File: config.mk
export PLATFORM = sky130hd
export DESIGN_NAME = amul_top
export DESIGN_NICKNAME = d
export VERILOG_FILES = /design/src/rtl/amul_pkg.sv /design/src/rtl/amul_cell2.sv /design/src/rtl/amul_rec.sv /design/src/rtl/amul_outstage.sv /design/src/rtl/amul_top.sv
export SDC_FILE = /design/constraint.sdc
export NUM_CORES = 1
export LEC_CHECK = 0
export CORE_MARGIN = 3
export CORE_UTILIZATION = 51
export DETAILED_ROUTE_END_ITERATION = 7
export PLACE_DENSITY = 0.72
export SLEW_MARGIN = 20
export SYNTH_ARGS = -nofsm -noshare
export SYNTH_HDL_FRONTEND = slang
export SYNTH_SLANG_ARGS = --single-unit
export TNS_END_PERCENT = 30
File: constraint.sdc
create_clock -name clk -period 0.9 [get_ports clk]
set_input_delay 0.18 -clock clk [delete_from_list [all_inputs] [get_ports clk]]
set_output_delay 0.18 -clock clk [all_outputs]
set_load 0.01 [all_outputs]
File: src/rtl/amul_pkg.sv
package amul_pkg;

   typedef enum logic {
      MODE_APPROX = 1'b0,
      MODE_EXACT  = 1'b1
   } mul_mode_e;

   // Leaf digit width of the recursion.
   localparam int unsigned LEAF_W = 2;

   // Value added to a flagged leaf result when exact mode is active (9 - 7).
   localparam logic [3:0] LEAF_FIX = 4'd2;

   function automatic bit width_ok(input int unsigned w);
      return (w == 2) || (w == 4) || (w == 8) || (w == 16);
   endfunction

endpackage

File: src/rtl/amul_cell2.sv
module amul_cell2 (
   input  logic [1:0] x,
   input  logic [1:0] y,
   output logic [2:0] p,
   output logic       both3
);
   // Three-bit product. The middle bit ORs the cross terms, so 3x3 collapses to 7.
   always_comb begin
      p[0]  = x[0] & y[0];
      p[1]  = (x[1] & y[0]) | (x[0] & y[1]);
      p[2]  = x[1] & y[1];
      both3 = &{x, y};
   end
endmodule

File: src/rtl/amul_rec.sv
module amul_rec #(
   parameter int unsigned W = 8
) (
   input  logic [W-1:0]   a,
   input  logic [W-1:0]   b,
   input  logic           fix_en,
   output logic [2*W-1:0] prod
);
   import amul_pkg::*;

   localparam int unsigned H = W / 2;

   generate
      if (W == LEAF_W) begin : g_leaf
         logic [2:0] cell_p;
         logic       cell_f;

         amul_cell2 u_cell (
            .x     (a),
            .y     (b),
            .p     (cell_p),
            .both3 (cell_f)
         );

         // Correction path: restore 9 from the collapsed 7.
         always_comb begin
            prod = {1'b0, cell_p} + ((fix_en && cell_f) ? LEAF_FIX : 4'd0);
         end
      end else begin : g_split
         logic [W-1:0] pp_hh;
         logic [W-1:0] pp_hl;
         logic [W-1:0] pp_lh;
         logic [W-1:0] pp_ll;
         logic [W:0]   mid_sum;

         amul_rec #(.W(H)) u_hh (
            .a(a[W-1:H]), .b(b[W-1:H]), .fix_en(fix_en), .prod(pp_hh)
         );
         amul_rec #(.W(H)) u_hl (
            .a(a[W-1:H]), .b(b[H-1:0]), .fix_en(fix_en), .prod(pp_hl)
         );
         amul_rec #(.W(H)) u_lh (
            .a(a[H-1:0]), .b(b[W-1:H]), .fix_en(fix_en), .prod(pp_lh)
         );
         amul_rec #(.W(H)) u_ll (
            .a(a[H-1:0]), .b(b[H-1:0]), .fix_en(fix_en), .prod(pp_ll)
         );

         // Adder tree: the two cross terms first, then merge with the
         // high and low terms. Those two do not overlap, so a concatenation suffices.
         always_comb begin
            mid_sum = {1'b0, pp_hl} + {1'b0, pp_lh};
            prod    = {pp_hh, pp_ll} + ({{(W-1){1'b0}}, mid_sum} << H);
         end
      end
   endgenerate
endmodule

File: src/rtl/amul_outstage.sv
module amul_outstage #(
   parameter int unsigned W   = 16,
   parameter bit          REG = 1'b1
) (
   input  logic         clk,
   input  logic         rst_n,
   input  logic         vld_in,
   input  logic [W-1:0] dat_in,
   output logic         vld_out,
   output logic [W-1:0] dat_out
);
   generate
      if (REG) begin : g_reg
         always_ff @(posedge clk or negedge rst_n) begin
            if (!rst_n) begin
               vld_out <= 1'b0;
               dat_out <= '0;
            end else begin
               vld_out <= vld_in;
               dat_out <= dat_in;
            end
         end
      end else begin : g_wire
         always_comb begin
            vld_out = rst_n & vld_in;
            dat_out = dat_in;
         end
      end
   endgenerate
endmodule

File: src/rtl/amul_top.sv
module amul_top #(
   parameter int unsigned N       = 8,
   parameter bit          OUT_REG = 1'b1
) (
   input  logic           clk,
   input  logic           rst_n,
   input  logic           in_vld,
   input  logic           mode_exact,
   input  logic [N-1:0]   op_a,
   input  logic [N-1:0]   op_b,
   output logic           out_vld,
   output logic [2*N-1:0] product
);
   import amul_pkg::*;

   localparam int unsigned PW = 2 * N;

   // elaboration-time width check
   generate
      if (!width_ok(N)) begin : g_bad_width
         $error("amul_top: N must be 2, 4, 8 or 16");
      end
   endgenerate

   mul_mode_e      mode_q;
   logic [PW-1:0]  raw_prod;

   assign mode_q = mul_mode_e'(mode_exact);

   amul_rec #(.W(N)) u_core (
      .a      (op_a),
      .b      (op_b),
      .fix_en (mode_q == MODE_EXACT),
      .prod   (raw_prod)
   );

   amul_outstage #(.W(PW), .REG(OUT_REG)) u_out (
      .clk     (clk),
      .rst_n   (rst_n),
      .vld_in  (in_vld),
      .dat_in  (raw_prod),
      .vld_out (out_vld),
      .dat_out (product)
   );
endmodule

# After elaboration in Yosys (flattened, before gate mapping)
# Index checks and enable logic that the tools add are counted.
[totals]
regBits = 17
elab_cells = 156
[classes]
muxes = 16
addsub = 26
n_bitwise = 80
reduce_logical = 32
[ops]
columns = ["op", "count"]
rows = [
  ["$add A3 B4 Y4", 16],
  ["$and A1 B1 Y1", 64],
  ["$reduce_and A4 Y1", 16],
  ["$add A8 B7 Y8", 4],
  ["$mux W2", 16],
  ["$add A4 B4 Y5", 4],
  ["$add A16 B13 Y16", 1],
  ["$logic_and A1 B1 Y1", 16],
  ["$or A1 B1 Y1", 16],
  ["$add A8 B8 Y9", 1],
]

# Longest topological paths before layout
[logic_depth]
depth_word = 8
ltp_mapped = 24
depth_no_buf = 23

# Cells and area by module
# From an unflattened synthesis, not the netlist that was laid out.
[unflattened]
cells_unflattened = 360
hier_area_um2 = 3434.5
[by_module_without_submodules]
columns = ["mod", "cells_per_inst", "instances", "area_each_um2"]
rows = [
  ["amul_rec (u_core.g_split.u_hh ...)", 34, 4, 311.5],
  ["amul_rec (u_core)", 95, 1, 762.0],
  ["amul_cell2", 4, 16, 31.3],
  ["amul_rec (u_core.g_split.u_hh.g_split.u_hh ...)", 3, 16, 31.3],
  ["amul_outstage", 17, 1, 425.4],
]

# Least setup slack after synthesis
# No wires, ideal clock.
[synth_path]
kind = "input -> register"
start = "input op_a[6]"
end = "register u_out.dat_out[15]"
setup_ps = 79
required_ps = 821
setup_slack_ps = -3173
path_buffers = 1
arrival_time_ps = 3993
path_stages = 19
path_cell_list = "clkbuf_1 nand3_1 nor2_1 ha_1 fa_1 inv_1 fa_1 inv_1 ha_1 a21oi_1 o21bai_1 a211oi_1 a21oi_1 ha_1 a21o_1 nand3_1 nand2_1 o211ai_1 xor2_1"
[synth_between]
elab_chain_cells = 8
word_cells_on_any_way = 34
classes_between = "add/sub: 10; mux: 4; bitwise: 12; reduce/logical: 8"
[synth_lines]
columns = ["element", "line_no", "source"]
rows = [
  ["start, declared", "amul_top.sv:9", "input logic [N-1:0] op_a,"],
  ["$reduce_and A4 Y1", "amul_cell2.sv:12", "both3 = &{x, y};"],
  ["$logic_and A1 B1 Y1", "amul_rec.sv:27", "prod = {1'b0, cell_p} + ((fix_en && cell_f) ? LEAF_FIX : 4'd0);"],
  ["$mux W2", "amul_rec.sv:27", ""],
  ["$add A3 B4 Y4", "amul_rec.sv:27", ""],
  ["$add A4 B4 Y5", "amul_rec.sv:52", "mid_sum = {1'b0, pp_hl} + {1'b0, pp_lh};"],
  ["$add A8 B7 Y8", "amul_rec.sv:53", "prod = {pp_hh, pp_ll} + ({{(W-1){1'b0}}, mid_sum} << H);"],
  ["$add A8 B8 Y9", "amul_rec.sv:52", ""],
  ["$add A16 B13 Y16 (*)", "amul_rec.sv:53", ""],
  ["net raw_prod[15]", "amul_top.sv:26", "logic [PW-1:0] raw_prod;"],
  ["end signal, assigned", "amul_outstage.sv:20", "dat_out <= dat_in;"],
  ["end, declared", "amul_outstage.sv:10", "output logic [W-1:0] dat_out"],
]
# The timed path passes the listed nets; every way through them passes the cells marked *.

# Worst setup path in the final report
[layout_path]
start = "input op_a[3]"
end = "register u_out.dat_out[14]"
# The elaborated chain is that of the path after synthesis.

==> results.yml <==
drt:
  ant_nets: 0
  drt-total-wl_mm: 10.58
  drc: 0
  dr_total_vias: 3219
  dr.pass1.iters: 4
  post_drt_wl_per_cell_um: 19.07
  drt_iter0_markers: 113
  routed_via_density: 5.800
critical_path:
  end_kind: "register"
  arrival_ps: 4290
  cp-start-kind: "input pin"
  path_class: "input pin to register"
  required_ps: 1010
  path_max_fanout: 5
timing:
  finalCriticalPeriod_ps: 4180
  clock.fmax_mhz: 239.2
  setup_slack_ps: -3280
  fin_crit_sh: 4.644
  drv_slew: 0
  worst_pin_slew_ps: 379.9
  rsz0062_at_grt: "yes"
  setup_violations: 19
  slew_headroom: 0.7444
  hold_viol_final: 0
power_and_ir_drop:
  ir_drop_mv: 2.055
  p_leak_nw: 2.575
  power_density_nw_per_um2: 1967
grt:
  antenna_found_initial: 0
  grt_max_degree: 18
  grt_pass1_vias: 3312
  grt_overflow: 0
  grt_util_all_layers: 0.2460
  grt_pass1_wl_mm: 14.55
synthesis:
  synth_top_family_by_area: "adder cells"
  synth_flop_cell: "dfrtp_1"
  syn_nets: 468
  synth_cells: 353
  syn_avg_cell_area_um2: 8.992
  synth_area_leaders: "ha_1, dfrtp_1, xnor2_1"
  synthTopCellsByCount: "ha_1, and2_1, nor2_1"
  synth_mux_area_frac: 0
  synth.cell_area_um2: 3174
  yosysWarnings: 0
  yosysMostFrequentCell: "ha_1"
  synth-seq-area-share: 0.1340
  yosys.area_share.adder: 0.3981
  async_flop_share: 1.000
  ys_ff_latch: 17
  synth_top_area_frac: 0.3350
  synth_edf_count: 0
  synth_compound_area_frac: 0.1849
  synth_simple_gate_area_frac: 0.1439
  ys_types: 35
  synth_top_area_cell: "ha_1"
  synth_xor_area_frac: 0.1048
clock_tree:
  cts_buffer_depth: 2
  root_buffer: "clkbuf_8"
  cts_sinks: 17
  holdBufCountCts: 0
  cts-buffers-inserted: 3
  htreeDepth: 1
  cts_tree: "built"
  cts.clk_slew.worst_paths_ps: 60
place:
  hpwl_mm: 6.827
  numPlacedInstances: 533
  io_buffers: 36
  finalWeightedCongestion: 0.8970
  place_area_um2: 4418
layout:
  stdcell_area_um2: 5096
  diodes: 0
  drive_gt1_frac: 0.4875
  fin_nets: 596
  final_cells: 555
  area_growth_pct: 60.54
die:
  core_um2: 5991
  fp.dieH_um: 84.90
  rows: 28
  die-width_um: 84.90
  dieArea_um2: 7207
  io_pins: 37
  start_util: 0.5299
hold_path:
  hold_class: "input pin to async pin"
job:
  cap_viol_max_count: 0
outcome:
  violations: "negative setup slack"
  status: "complete, but fails checks"
## flip-flops by register name (all words and copies together), names as in the netlist
signal         flops
u_out.dat_out     16
u_out.vld_out      1
## placed cells by master, fill, tap and decap left out, types with 5 or more instances in the layout
cell and instances:
and2_1 32, buf_6 23, xnor2_1 16, ha_2 5
a21oi_2 13, a21oi_1 9, xor2_1 13, ha_4 28
clkbuf_2 17, a21o_1 23, fa_2 6, nor2_2 5
inv_1 15, ha_1 52, nand2_1 8, inv_2 5
buf_2 10, buf_4 73, dfrtp_1 17, nor2_1 18
xnor2_2 5, a22o_1 15, nor2_4 6
## metal layers
| layer | vias up | wire length, um | track usage |
|---|---|---|---|
| li1 | 1502 | - | - |
| met1 | 1533 | 4006 | 0.2750 |
| met2 | 127 | 5422 | 0.4797 |
| met3 | 57 | 514 | 0.02136 |
| met4 | 0 | 641 | 0.08777 |
| met5 | - | 0 | 0 |
## worst max-delay path, cell delays in order
cell and delay, ps:
buf_2 150, a22o_1 290, ha_4 310, fa_2 480, fa_2 380, a21oi_2 150, nor2_1 70, nor2_1 130
xnor2_1 100, ha_2 340, o21a_1 190, nor2_2 70, nor3_2 190, xor2_1 300, ha_1 360, a21oi_2 170
nor2b_1 60, nor2_1 100, a21boi_1 100, xor2_1 160
## worst max-delay path by stage
stage	slack (ps)	startpoint	end
floorplan	-2910	op_a[5]	u_out.dat_out[15]
global placement	-3730	mode_exact	u_out.dat_out[14]
detailed placement	-3820	mode_exact	u_out.dat_out[14]
CTS	-3020	op_a[5]	u_out.dat_out[14]
global route	-3480	op_a[3]	u_out.dat_out[14]
finish	-3280	op_a[3]	u_out.dat_out[14]
## cell type report
| class | instances | area, um2 |
|---|---|---|
| Sequential cell | 17 | 425.4 |
| Fill cell | 309 | 894.6 |
| Clock buffer | 4 | 45.04 |
| Tap cell | 75 | 93.84 |
| Inverter | 21 | 81.33 |
| Multi-Input combinational cell | 307 | 3408 |
| Timing Repair Buffer | 131 | 1042 |
## stage by stage
stage / worst slack, ps / utilization / setup TNS (ps) / hold slack, ps / total power [mW]
after floorplan: -2914 / - / -31090 / -115.6 / 4.544
after global placement: -3728 / 0.7375 / -45540 / 531.6 / 6.745
after detailed placement: -3817 / 0.7375 / -46610 / 538.6 / 6.939
after CTS: -3020 / 0.7974 / -37720 / 283.5 / 8.422
after global routing: -3479 / 0.8507 / -34820 / 292.1 / 10.62
final: -3280 / 0.8507 / -32920 / 280.9 / 10.02
## what timing repair did
action / in CTS / in global routing
pin swaps: 67 / 50
endpoints found under the setup margin: 33 / 32
setup buffers: 10 / 9
gates resized for setup: 127 / 99
## kinds of logic after synthesis
| group | after synthesis |
|---|---|
| AOI/OAI and AO/OA | 84 |
| and+or+nand+nor | 90 |
| DFF | 17 |
| buffers and inverters | 29 |
| adders and majority gates | 95 |
| xor gates and xnor gates | 38 |
## power breakdown
part	switching [mW]	internal (mW)
Sequential	0.0688	1.08
Clock	0.217	0.312
Combinational	4.01	4.33
(Power assumes the default switching activity.)
